`src/rtl/zol_seq_pkg.sv`:
```
package zol_seq_pkg;
  localparam int unsigned SEQ_AW = 14;
  localparam int unsigned SEQ_CW = 14;

  localparam logic [2:0] OP_NONE = 3'd0;
  localparam logic [2:0] OP_JUMP = 3'd1;
  localparam logic [2:0] OP_CALL = 3'd2;
  localparam logic [2:0] OP_RET  = 3'd3;
  localparam logic [2:0] OP_LOOP = 3'd4;

  localparam logic [3:0] CC_CNT_ONE = 4'd14;
  localparam logic [3:0] CC_ALWAYS  = 4'd15;

  // flag bit positions
  localparam int unsigned FL_Z = 0;
  localparam int unsigned FL_N = 1;
  localparam int unsigned FL_C = 2;
  localparam int unsigned FL_V = 3;
endpackage

```
`src/rtl/zol_cond.sv`:
```
module zol_cond
  import zol_seq_pkg::*;
(
  input  logic [3:0] code_i,
  input  logic [3:0] flags_i,
  input  logic       cnt_one_i,
  output logic       true_o
);
  logic z, n, c, v;
  assign z = flags_i[FL_Z];
  assign n = flags_i[FL_N];
  assign c = flags_i[FL_C];
  assign v = flags_i[FL_V];

  always_comb begin
    case (code_i)
      4'd0:       true_o = z;
      4'd1:       true_o = !z;
      4'd2:       true_o = n;
      4'd3:       true_o = !n;
      4'd4:       true_o = c;
      4'd5:       true_o = !c;
      4'd6:       true_o = v;
      4'd7:       true_o = !v;
      4'd8:       true_o = !z && !n;
      4'd9:       true_o = z || n;
      CC_CNT_ONE: true_o = cnt_one_i;
      CC_ALWAYS:  true_o = 1'b1;
      default:    true_o = 1'b0;
    endcase
  end
endmodule

```
`src/rtl/zol_stack.sv`:
```
module zol_stack #(
  parameter int unsigned W     = 14,
  parameter int unsigned DEPTH = 4
) (
  input  logic         clk_i,
  input  logic         rst_ni,
  input  logic         push_i,
  input  logic         pop_i,
  input  logic [W-1:0] din_i,
  output logic [W-1:0] top_o,
  output logic         empty_o,
  output logic         full_o
);
  localparam int unsigned PW = $clog2(DEPTH + 1);
  localparam int unsigned IW = (DEPTH > 1) ? $clog2(DEPTH) : 1;

  logic [W-1:0]  mem [DEPTH];
  logic [PW-1:0] sp_q;
  logic [PW-1:0] top_idx;

  assign empty_o = (sp_q == '0);
  assign full_o  = (sp_q == PW'(DEPTH));
  assign top_idx = sp_q - PW'(1);
  assign top_o   = mem[top_idx[IW-1:0]];

  always_ff @(posedge clk_i or negedge rst_ni) begin
    if (!rst_ni)                  sp_q <= '0;
    else if (push_i && !full_o)   sp_q <= sp_q + PW'(1);
    else if (pop_i && !empty_o)   sp_q <= sp_q - PW'(1);
  end

  always_ff @(posedge clk_i) begin
    if (push_i && !full_o) mem[sp_q[IW-1:0]] <= din_i;
  end
endmodule

```
`src/rtl/zol_seq.sv`:
```
module zol_seq
  import zol_seq_pkg::*;
#(
  parameter int unsigned ADDR_W     = SEQ_AW,
  parameter int unsigned CNT_W      = SEQ_CW,
  parameter int unsigned PC_DEPTH   = 16,
  parameter int unsigned LOOP_DEPTH = 4,
  parameter int unsigned CNT_DEPTH  = 4,
  parameter logic [ADDR_W-1:0] RESET_ADDR = '0
) (
  input  logic              clk_i,
  input  logic              rst_ni,
  input  logic [2:0]        op_i,
  input  logic [3:0]        cond_i,
  input  logic [3:0]        flags_i,
  input  logic [ADDR_W-1:0] target_i,
  input  logic [CNT_W-1:0]  count_i,
  output logic [ADDR_W-1:0] fetch_addr_o,
  output logic [CNT_W-1:0]  cntr_o,
  output logic [2:0]        ovf_o,
  output logic [2:0]        unf_o
);
  localparam int unsigned LW = ADDR_W + 4;

  logic [ADDR_W-1:0] pc_q, pc_d, pc_inc;
  logic [CNT_W-1:0]  cntr_q, cntr_d;
  logic [2:0]        ovf_q, unf_q, ovf_set, unf_set;

  logic [ADDR_W-1:0] pc_top;
  logic              pc_full, pc_empty, pc_push, pc_pop;
  logic [LW-1:0]     lp_top, lp_din;
  logic              loop_full, loop_empty, lp_push, lp_pop;
  logic [CNT_W-1:0]  cs_top;
  logic              cs_full, cs_empty, cs_push, cs_pop;

  logic [ADDR_W-1:0] loop_end_top;
  logic [3:0]        loop_cond;
  logic              cnt_one, op_true, term_true;
  logic              acted, at_end, loop_back;

  assign pc_inc       = pc_q + ADDR_W'(1);
  assign loop_end_top = lp_top[ADDR_W-1:0];
  assign loop_cond    = lp_top[LW-1 -: 4];
  assign lp_din       = {cond_i, target_i};
  assign cnt_one      = (cntr_q == CNT_W'(1));

  zol_cond u_cond_op (
    .code_i(cond_i), .flags_i(flags_i), .cnt_one_i(cnt_one), .true_o(op_true)
  );
  zol_cond u_cond_loop (
    .code_i(loop_cond), .flags_i(flags_i), .cnt_one_i(cnt_one), .true_o(term_true)
  );

  zol_stack #(.W(ADDR_W), .DEPTH(PC_DEPTH)) u_pc_stack (
    .clk_i, .rst_ni, .push_i(pc_push), .pop_i(pc_pop), .din_i(pc_inc),
    .top_o(pc_top), .empty_o(pc_empty), .full_o(pc_full)
  );
  zol_stack #(.W(LW), .DEPTH(LOOP_DEPTH)) u_loop_stack (
    .clk_i, .rst_ni, .push_i(lp_push), .pop_i(lp_pop), .din_i(lp_din),
    .top_o(lp_top), .empty_o(loop_empty), .full_o(loop_full)
  );
  zol_stack #(.W(CNT_W), .DEPTH(CNT_DEPTH)) u_cnt_stack (
    .clk_i, .rst_ni, .push_i(cs_push), .pop_i(cs_pop), .din_i(cntr_q),
    .top_o(cs_top), .empty_o(cs_empty), .full_o(cs_full)
  );

  always_comb begin
    pc_d = pc_inc;  cntr_d = cntr_q;
    pc_push = 1'b0; pc_pop = 1'b0;
    lp_push = 1'b0; lp_pop = 1'b0;
    cs_push = 1'b0; cs_pop = 1'b0;
    ovf_set = '0;   unf_set = '0;
    acted = 1'b0;   loop_back = 1'b0;

    case (op_i)
      OP_JUMP: if (op_true) begin
        acted = 1'b1;
        pc_d  = target_i;
      end
      OP_CALL: if (op_true) begin
        acted = 1'b1;
        pc_d  = target_i;
        if (pc_full) ovf_set[0] = 1'b1;
        else         pc_push    = 1'b1;
      end
      OP_RET: if (op_true) begin
        acted = 1'b1;
        if (pc_empty) unf_set[0] = 1'b1;
        else begin
          pc_d   = pc_top;
          pc_pop = 1'b1;
        end
      end
      OP_LOOP: begin
        acted = 1'b1;
        // all-or-nothing entry keeps the three stacks aligned
        if (pc_full || loop_full || cs_full) begin
          ovf_set = {cs_full, loop_full, pc_full};
        end else begin
          pc_push = 1'b1;
          lp_push = 1'b1;
          cs_push = 1'b1;
          cntr_d  = count_i;
        end
      end
      default: ;
    endcase

    at_end = !loop_empty && (pc_q == loop_end_top);
    if (!acted && at_end) begin
      if (!term_true) begin
        cntr_d = cntr_q - CNT_W'(1);
        if (pc_empty) unf_set[0] = 1'b1;
        else begin
          pc_d      = pc_top;
          loop_back = 1'b1;
        end
      end else begin
        lp_pop = 1'b1;
        if (pc_empty) unf_set[0] = 1'b1;
        else          pc_pop     = 1'b1;
        if (cs_empty) unf_set[2] = 1'b1;
        else begin
          cs_pop = 1'b1;
          cntr_d = cs_top;
        end
      end
    end
  end

  always_ff @(posedge clk_i or negedge rst_ni) begin
    if (!rst_ni) begin
      pc_q   <= RESET_ADDR;
      cntr_q <= '0;
      ovf_q  <= '0;
      unf_q  <= '0;
    end else begin
      pc_q   <= pc_d;
      cntr_q <= cntr_d;
      ovf_q  <= ovf_q | ovf_set;
      unf_q  <= unf_q | unf_set;
    end
  end

  assign fetch_addr_o = pc_q;
  assign cntr_o       = cntr_q;
  assign ovf_o        = ovf_q;
  assign unf_o        = unf_q;
endmodule

```
`config.mk`:
```
export PLATFORM = sky130hd
export DESIGN_NAME = zol_seq
export DESIGN_NICKNAME = d
export VERILOG_FILES = /design/src/rtl/zol_seq_pkg.sv /design/src/rtl/zol_cond.sv /design/src/rtl/zol_stack.sv /design/src/rtl/zol_seq.sv
export SDC_FILE = /design/constraint.sdc
export NUM_CORES = 1
export LEC_CHECK = 0
export ABC_AREA = 1
export ABC_CLOCK_PERIOD_IN_PS = 3610
export BUFFER_PORTS_ARGS = -buffer_cell sky130_fd_sc_hd__buf_2
export CORE_UTILIZATION = 45
export DETAILED_ROUTE_END_ITERATION = 16
export HOLD_SLACK_MARGIN = 0.05
export PLACE_DENSITY_LB_ADDON = 0.08
export SYNTH_ARGS = -nofsm -noshare
export SYNTH_HDL_FRONTEND = slang
export SYNTH_SLANG_ARGS = --single-unit
export TNS_END_PERCENT = 5
```
`constraint.sdc`:
```
create_clock -name clk_i -period 3.61 [get_ports clk_i]
set_input_delay 0.722 -clock clk_i [delete_from_list [all_inputs] [get_ports clk_i]]
set_output_delay 0.722 -clock clk_i [all_outputs]
set_load 0.02 [all_outputs]
```
; ---- Yosys cells after proc, flatten, opt, wreduce, memory -nomap -nowiden
; Memory sizes are Yosys's and may differ from the RTL's.
; Cells that the tools add are included.
[totals]
ff_bits = 45
ram_bits = 352
in_bits = 41
output_inout_bits = 34
elab_cells = 141
n_memories = 3
[classes]
n_addsub = 8
eq_ne = 31
muxes = 57
n_bitwise = 2
reduce_logical = 33
[mem_list]
columns = name, depth, word_bits, rd, rd_ports_with_merged_regs, wr, line
row1 = u_pc_stack.mem, 16, 14, 1, 0, 1, zol_stack.sv:17  ; logic [W-1:0] mem [DEPTH];
row2 = u_loop_stack.mem, 4, 18, 1, 0, 1, zol_stack.sv:17
row3 = u_cnt_stack.mem, 4, 14, 1, 0, 1, zol_stack.sv:17
[op_table]
columns = op, count
row1 = 14-bit 2-to-1 mux, 11
row2 = "4-bit by 3-bit equality test with 1-bit output, second input constant", 8
row3 = "4-bit equality test, second input constant", 8
row4 = 1-bit 2-to-1 mux, 32
row5 = 14-bit one-hot mux with 2 select lines, 1
row6 = 1-bit one-hot mux with 12 select lines, 2
row7 = "4-bit by 2-bit equality test with 1-bit output, second input constant", 4
row8 = 3-bit 2-to-1 mux, 5
row9 = "14-bit by 1-bit adder with 14-bit output, second input constant", 1
row10 = "14-bit by 1-bit equality test with 1-bit output, second input constant", 1
row11 = 14-bit equality test, 1
row12 = "14-bit by 1-bit subtractor with 14-bit output, second input constant", 1
row13 = 1-bit zero test, 11
row14 = 5-bit 2-to-1 mux, 2
row15 = "3-bit equality test, second input constant", 3
row16 = 1-bit logical AND, 9
row17 = "4-bit by 1-bit equality test with 1-bit output, second input constant", 2
row18 = 4-bit zero test, 2
row19 = "3-bit by 1-bit adder with 3-bit output, second input constant", 2
row20 = "3-bit by 2-bit equality test with 1-bit output, second input constant", 2
row21 = 3-bit zero test, 2
row22 = 3-bit OR, 2
row23 = 1-bit one-hot mux with 2 select lines, 3
row24 = 2-bit nonzero test, 3
row25 = other kinds (10), 13

; ---- Logic depth before layout (Yosys ltp)
[depth]
ltp_word = 11
ltp_mapped = 21
mapped_depth_nobuf = 16

; ---- Cells and area by module
; From an unflattened synthesis, not the netlist that was laid out.
[unflattened]
hier_cells = 2026
area_unflattened_um2 = 18965.7
[modules_own_cells]
columns = module, n_inst, cells_per_inst, area_per_inst_um2, seq_area_each_um2
row1 = zol_stack (u_pc_stack), 1, 949, 9955.8, 6851.6
row2 = zol_stack (u_loop_stack), 1, 257, 3108.0, 2237.1
row3 = zol_seq, 1, 529, 3074.2, 825.8
row4 = zol_stack (u_cnt_stack), 1, 209, 2479.9, 1756.7
row5 = zol_cond, 2, 41, 173.9, 0.0

; ---- Least setup slack after synthesis
; OpenSTA, ideal clock, no wires.
[synth_timing]
path_type = register -> register
start = register u_pc_stack.sp_q[0]
end = memory u_pc_stack.mem[20][0], in the netlist u_pc_stack.mem[10][0] (enable)
setup_time_ps = 384
arrival_ps = 2848
t_required_ps = 3226
path_slack_ps = 378
path_stages_with_launch = 14
path_buffers = 4
synth_period_minus_slack_ps = 3232
path_cell_list = dfrtp_1 > clkbuf_1 > inv_2 > clkbuf_1 > buf_1 > ha_1 > nand2_1 > nor2_1 > nor3_1 > nand2_1 > nand2_1 > clkbuf_1 > nand2_1 > nor2_1
[synth_via]
elab_chain_cells = 8
word_cells_on_any_way = 11
cone_classes = eq/ne (1) / mux (6) / reduce/logical (4)
[synth_rtl]
columns = element, line
row1 = from (decl), zol_stack.sv:18  ; logic [PW-1:0] sp_q;
row2 = from (signal assigned), zol_stack.sv:28  ; else if (push_i && !full_o) sp_q <= sp_q + PW'(1);
row3 = from (signal assigned), zol_stack.sv:29  ; else if (pop_i && !empty_o) sp_q <= sp_q - PW'(1);
row4 = 5-bit equality test, zol_stack.sv:22  ; assign full_o = (sp_q == PW'(DEPTH));
row5 = 1-bit logical OR (2 in a row), zol_seq.sv:97  ; if (pc_full || loop_full || cs_full) begin
row6 = 1-bit 2-to-1 mux, zol_seq.sv:97
row7 = 1-bit one-hot mux with 2 select lines, zol_seq.sv:75  ; case (op_i)
row8 = 1-bit logical AND, zol_stack.sv:33  ; if (push_i && !full_o) mem[sp_q[IW-1:0]] <= din_i;
row9 = 1-bit 2-to-1 mux, zol_stack.sv:33
row10 = 1-bit 2-to-1 mux (implied by the code), zol_stack.sv:33
row11 = to (decl), zol_stack.sv:17
; Parallel ways exist; a longest one is shown, timed or not.

; ---- Worst setup path after layout
[layout_timing]
start = register u_loop_stack.sp_q[1]
end = register cntr_q[13], in the netlist cntr_o[13]
[layout_via]
elab_chain_cells = 8
word_cells_on_any_way = 28
cone_classes = add/sub (1) / eq/ne (13) / mux (6) / reduce/logical (7) / memory (1)
[layout_rtl]
columns = element, line
row1 = from (decl), zol_stack.sv:18
row2 = from (signal assigned), zol_stack.sv:28
row3 = from (signal assigned), zol_stack.sv:29
row4 = "parallel branches: the longest is 7 deep, another holds memory 4 x 18 bit", n/a
row5 = 14-bit 2-to-1 mux (*), zol_seq.sv:110  ; if (!acted && at_end) begin
row6 = named net cntr_d[13], zol_seq.sv:26  ; logic [CNT_W-1:0] cntr_q, cntr_d;
row7 = to (signal assigned), zol_seq.sv:139  ; cntr_q <= cntr_d;
row8 = to (decl), zol_seq.sv:26
; Mark *: on every way through the listed nets, which the timed path passes.
; A chain may end at the register's enable or synchronous reset.

==> impl_summary.md <==
Synth
The share of the yosys chip area belonging to registers is 0.665. The primary flip-flop cell chosen by synthesis mapping is edfxtp_1. The per-instance average area after synthesis is 10.6 um2. Synthesis produced a netlist with a net count of 1714.

The synthesized design contains 352 enable-type register cells. The fraction of synthesized cell area taken by the top area cell type is 0.602. In the synthesized netlist, the number of instances is 1653. In the post-synthesis netlist, the biggest area contributors are edfxtp_1, nand2_1, dfrtp_1. The most numerous cell in the Yosys netlist is nand2_1. The Yosys step of the flow raised 0 warnings. The area of the mapped netlist is 17600 um2. Sorting the synthesized cells by how often they occur yields nand2_1, edfxtp_1, nand3_1, nor2_1, a21oi_1.

Of all cell types, the one taking the most synthesized area is edfxtp_1. The post-synthesis cell type count is 37. The register bit total from synthesis is 396. For this run, asynchronously set or reset flops after synthesis account for 0.111.

STA
Final hold analysis gives a worst-case slack of 0.334 ns. The final setup violation count is 0. The worst path meets setup with 0.544 ns of slack. Measured against its own limit, the worst slew margin works out to 0.295. Clock skew on the completed layout was measured at 0.0155 ns. Timing would allow up to 0.326 GHz. Setup repair after global routing left no endpoint under its margin. The final cycle utilization of the critical path is 0.849. The time the worst path needs with I/O delays and setup is 3.07 ns. After routing, the total negative slack on setup checks comes to 0 ns.

The number of slew-limit violations in the final report is 0. The final hold violation count is 0. At the pin with the least slew margin, the transition time is 1.06 ns.

Pwr
VDD sags by at most 0.579 mV. The switching share of power is 0.419. The power consumption is 18.8 mW. Dividing total power by cell area gives a power density of 940 nW/um2. Of the total power, registers draw 0.341. Summed over all nets, the switching power comes to 7.89 mW.

Of the total power, combinational logic draws 0.421. Internal power comes to 10.9 mW. Of the total power, the clock network draws 0.238. The leakage power of the design is 7.84 nW.

Critical path
The critical path is of the reg -> reg type. The worst endpoint data arrival time is 3.52 ns. The endpoint class of the critical path is a flop. The largest fanout of any net on the critical path is 17. The worst flop-to-flop path startpoint is u_loop_stack.sp_q[1]. Walking the worst path, the cells encountered are inv_1 > ha_1 > buf_4 > nand3_1 > nand3_1 > nand2_1 > nor2_1 > nand2_1 > nor2_1 > nand2_2 > nor2_8 > nand2_1 > nand2_1 > nand3_1.

The endpoint of the worst-slack reg-to-reg timing path is cntr_o[13]. STA classifies the critical path startpoint as a flop. For the worst flop-to-flop path, the logic depth is 14. The register-to-register setup slack is 0.54 ns. For this run, the slowest stage of the critical path takes 0.49 ns. The critical-path cell with the highest stage delay is ha_1. STA puts the critical path data required time at 4.07 ns. Among the stages of the critical path, the cell type that occurs most often is nand2_1.

Global route
Entering global routing, the biggest net connects 83 pins. The via count of the first global-routing pass is 11600. The first-pass GRT wire length is 68.5 mm. The total overflow reported by the global router is 0. In the global route stage, overall resource usage came out at 0.230. The initial antenna violation count was 0.

Routing
Before antenna repair, the detailed router went through 5 iterations. Detailed routing placed a total of 2.43 mm of wire on met3. For this run, design rule violations remaining after detail routing come to 0. Dividing the detail-routed via count by the number of cells gives 5.36. For this block, the initial DRC count from the detailed router was 967. The overall via count from detail_route is 12300.

The met2 wirelength from detailed routing is 20.7 mm. In the final routing, the length of wire on met1 measures 20.5 mm. Wires add up to 44.7 mm.

After detailed routing, the average wire length per cell comes to 19.5 um. The highest metal layer carrying signal wires in the routed design is met4. The detail route stage leaves a number of antenna-violating nets equal to 0.

Finish
In the final layout, the share of cells above drive strength 1 is 0.115. Fill cells in the final layout number 3389. Relative to the synthesized area, the layout overhead comes to 14.1%. Summing all flip-flop and latch instances after layout gives 11700 um2. The number of antenna cells inserted is 0.

The number of nets in the layout is 1804. The footprint of the multi-input gates is 5200 um2. The final cell utilization of the core is 0.527.

Clock network
The level count of the clock H-tree is 2. TritonCTS built the clock tree. The latest clock arrival within the worst-skew pair is 0.58 ns. The longest clock path from root to sink contains 3 buffers. Clock tree synthesis found a total of 396 sinks. Clock tree synthesis inserted a total of 43 buffers.

Clock-pin slew was measured on the worst setup and hold paths at 0.06 ns. Once the clock tree was built, the resizer swapped 0 gates to a different size. The post-CTS setup buffer count is 0. In this run the clock root is driven by a clkbuf_16. In this run, post-CTS hold repair placed 0 buffers.

Placement
The worst setup slack before clock tree synthesis is 0.416 ns. The HPWL after detailed placement is 28.5 mm. Input and output buffers added on the ports amount to 73. The weighted congestion at the end of routability-driven global placement is 0.899.

Floorplan
The area of the die is 39800 um2. The total core area is 38000 um2. The initial utilization of the core area, before any placement, comes to 0.462. Pin placement for this block handled 75 I/O pins. The floorplan has 71 rows. The die is 200 um tall. The die width is 200 um.

Worst hold path
The type of the most critical hold path is in -> async.

Status
The run finished with clean final reports.

Flow run
Max-cap violations in this run came to 0.
[layout by cell type (no fill, tap or decap), types with 2 or more instances in the layout]
master / Yosys / final
inv_1: 83 / 82
nand4_1: 5 / 5
a21oi_1: 96 / 96
nand2_2: 3 / 3
xnor2_1: 3 / 2
o21bai_1: 3 / 3
o21ai_0: 62 / 62
buf_2: 9 / 73
clkinv_2: 0 / 7
a31oi_1: 14 / 14
dfrtp_1: 44 / 43
a32oi_1: 27 / 27
inv_2: 4 / 4
o22ai_1: 14 / 14
bufinv_16: 0 / 6
nand3_1: 137 / 137
edfxtp_1: 352 / 352
clkbuf_16: 0 / 44
a31o_2: 2 / 2
ha_1: 20 / 20
o21ai_1: 3 / 3
inv_6: 0 / 2
nor3_1: 5 / 5
nor2_2: 1 / 5
clkinv_1: 1 / 11
buf_4: 8 / 49
a22oi_1: 26 / 26
xor2_1: 23 / 23
nor2_1: 103 / 99
nand2_1: 536 / 536
clkbuf_1: 49 / 9
[metrics by stage]
step	cells	cell area (um2)
6_report	2288	20000
5_1_grt	2288	20000
4_1_cts	2288	20000
3_5_place_dp	2209	18600
3_3_place_gp	2209	18600
2_1_floorplan	1653	17600
[final cells by class]
type                            count  share of cell area
Sequential cell                   396               0.583
Multi-Input combinational cell   1090               0.259
Clock buffer                       54              0.0573
Timing Repair Buffer              123              0.0376
Tap cell                          511              0.0319
Inverter                           89              0.0169
Clock inverter                     25              0.0141
[critical path, delay by kind of cell, from the launching register on]
kind                     cells  cell delay (ns)
adder cells (fa/ha/maj)      1             0.49
buffers and inverters        2             0.36
AND/OR/NAND/NOR             11             1.68
flip-flops                   1             0.37
[cell families after synthesis]
| family | after synthesis | synth area share |
|---|---|---|
| AO/OA/AOI/OAI | 247 | 0.0828 |
| AND/OR/NAND/NOR | 796 | 0.185 |
| flip-flops | 396 | 0.665 |
| other | 1 | 0.000214 |
| adder cells (fa/ha/maj) | 20 | 0.0143 |
| XOR/XNOR | 26 | 0.0130 |
| buffers and inverters | 167 | 0.0399 |
[power by group through the flow]
stage                     clock network, mW  logic [mW]  registers (mW)
after CTS                              4.56        7.99            6.42
final                                  4.48        7.94            6.43
after global placement                    0        7.95            6.50
after global routing                   4.73        8.89            6.48
after floorplan                           0        5.19            6.53
after detailed placement                  0        7.96            6.51
[state kept, by name, indices dropped and copies added (netlist names)]
| name | flops |
|---|---|
| u_cnt_stack.mem | 56 |
| u_cnt_stack.sp_q | 3 |
| unf_o | 2 |
| fetch_addr_o | 14 |
| u_pc_stack.sp_q | 5 |
| ovf_o | 3 |
| u_pc_stack.mem | 224 |
| u_loop_stack.sp_q | 3 |
| cntr_o | 14 |
| u_loop_stack.mem | 72 |
[per-layer routing]
| metal | GRT usage | vias up |
|---|---|---|
| met5 | 0 | - |
| met2 | 0.365 | 337 |
| met1 | 0.326 | 5950 |
| met3 | 0.0322 | 68 |
| li1 | - | 5916 |
| met4 | 0.0744 | 0 |
[how the worst max path moves through the flow]
stage	depth (start not counted)	to	from	slack, ns
2_1_floorplan	13	u_pc_stack.mem[10][0]	u_pc_stack.sp_q[0]	0.38
3_3_place_gp	13	u_pc_stack.mem[13][13]	cond_i[1]	0.41
3_5_place_dp	13	u_pc_stack.mem[1][4]	cond_i[1]	0.42
4_1_cts	14	cntr_o[9]	u_loop_stack.sp_q[1]	0.52
5_1_grt	14	cntr_o[13]	u_loop_stack.sp_q[1]	0.22
6_report	14	cntr_o[13]	u_loop_stack.sp_q[1]	0.54
No activity file was read; power rests on OpenSTA's default activity.
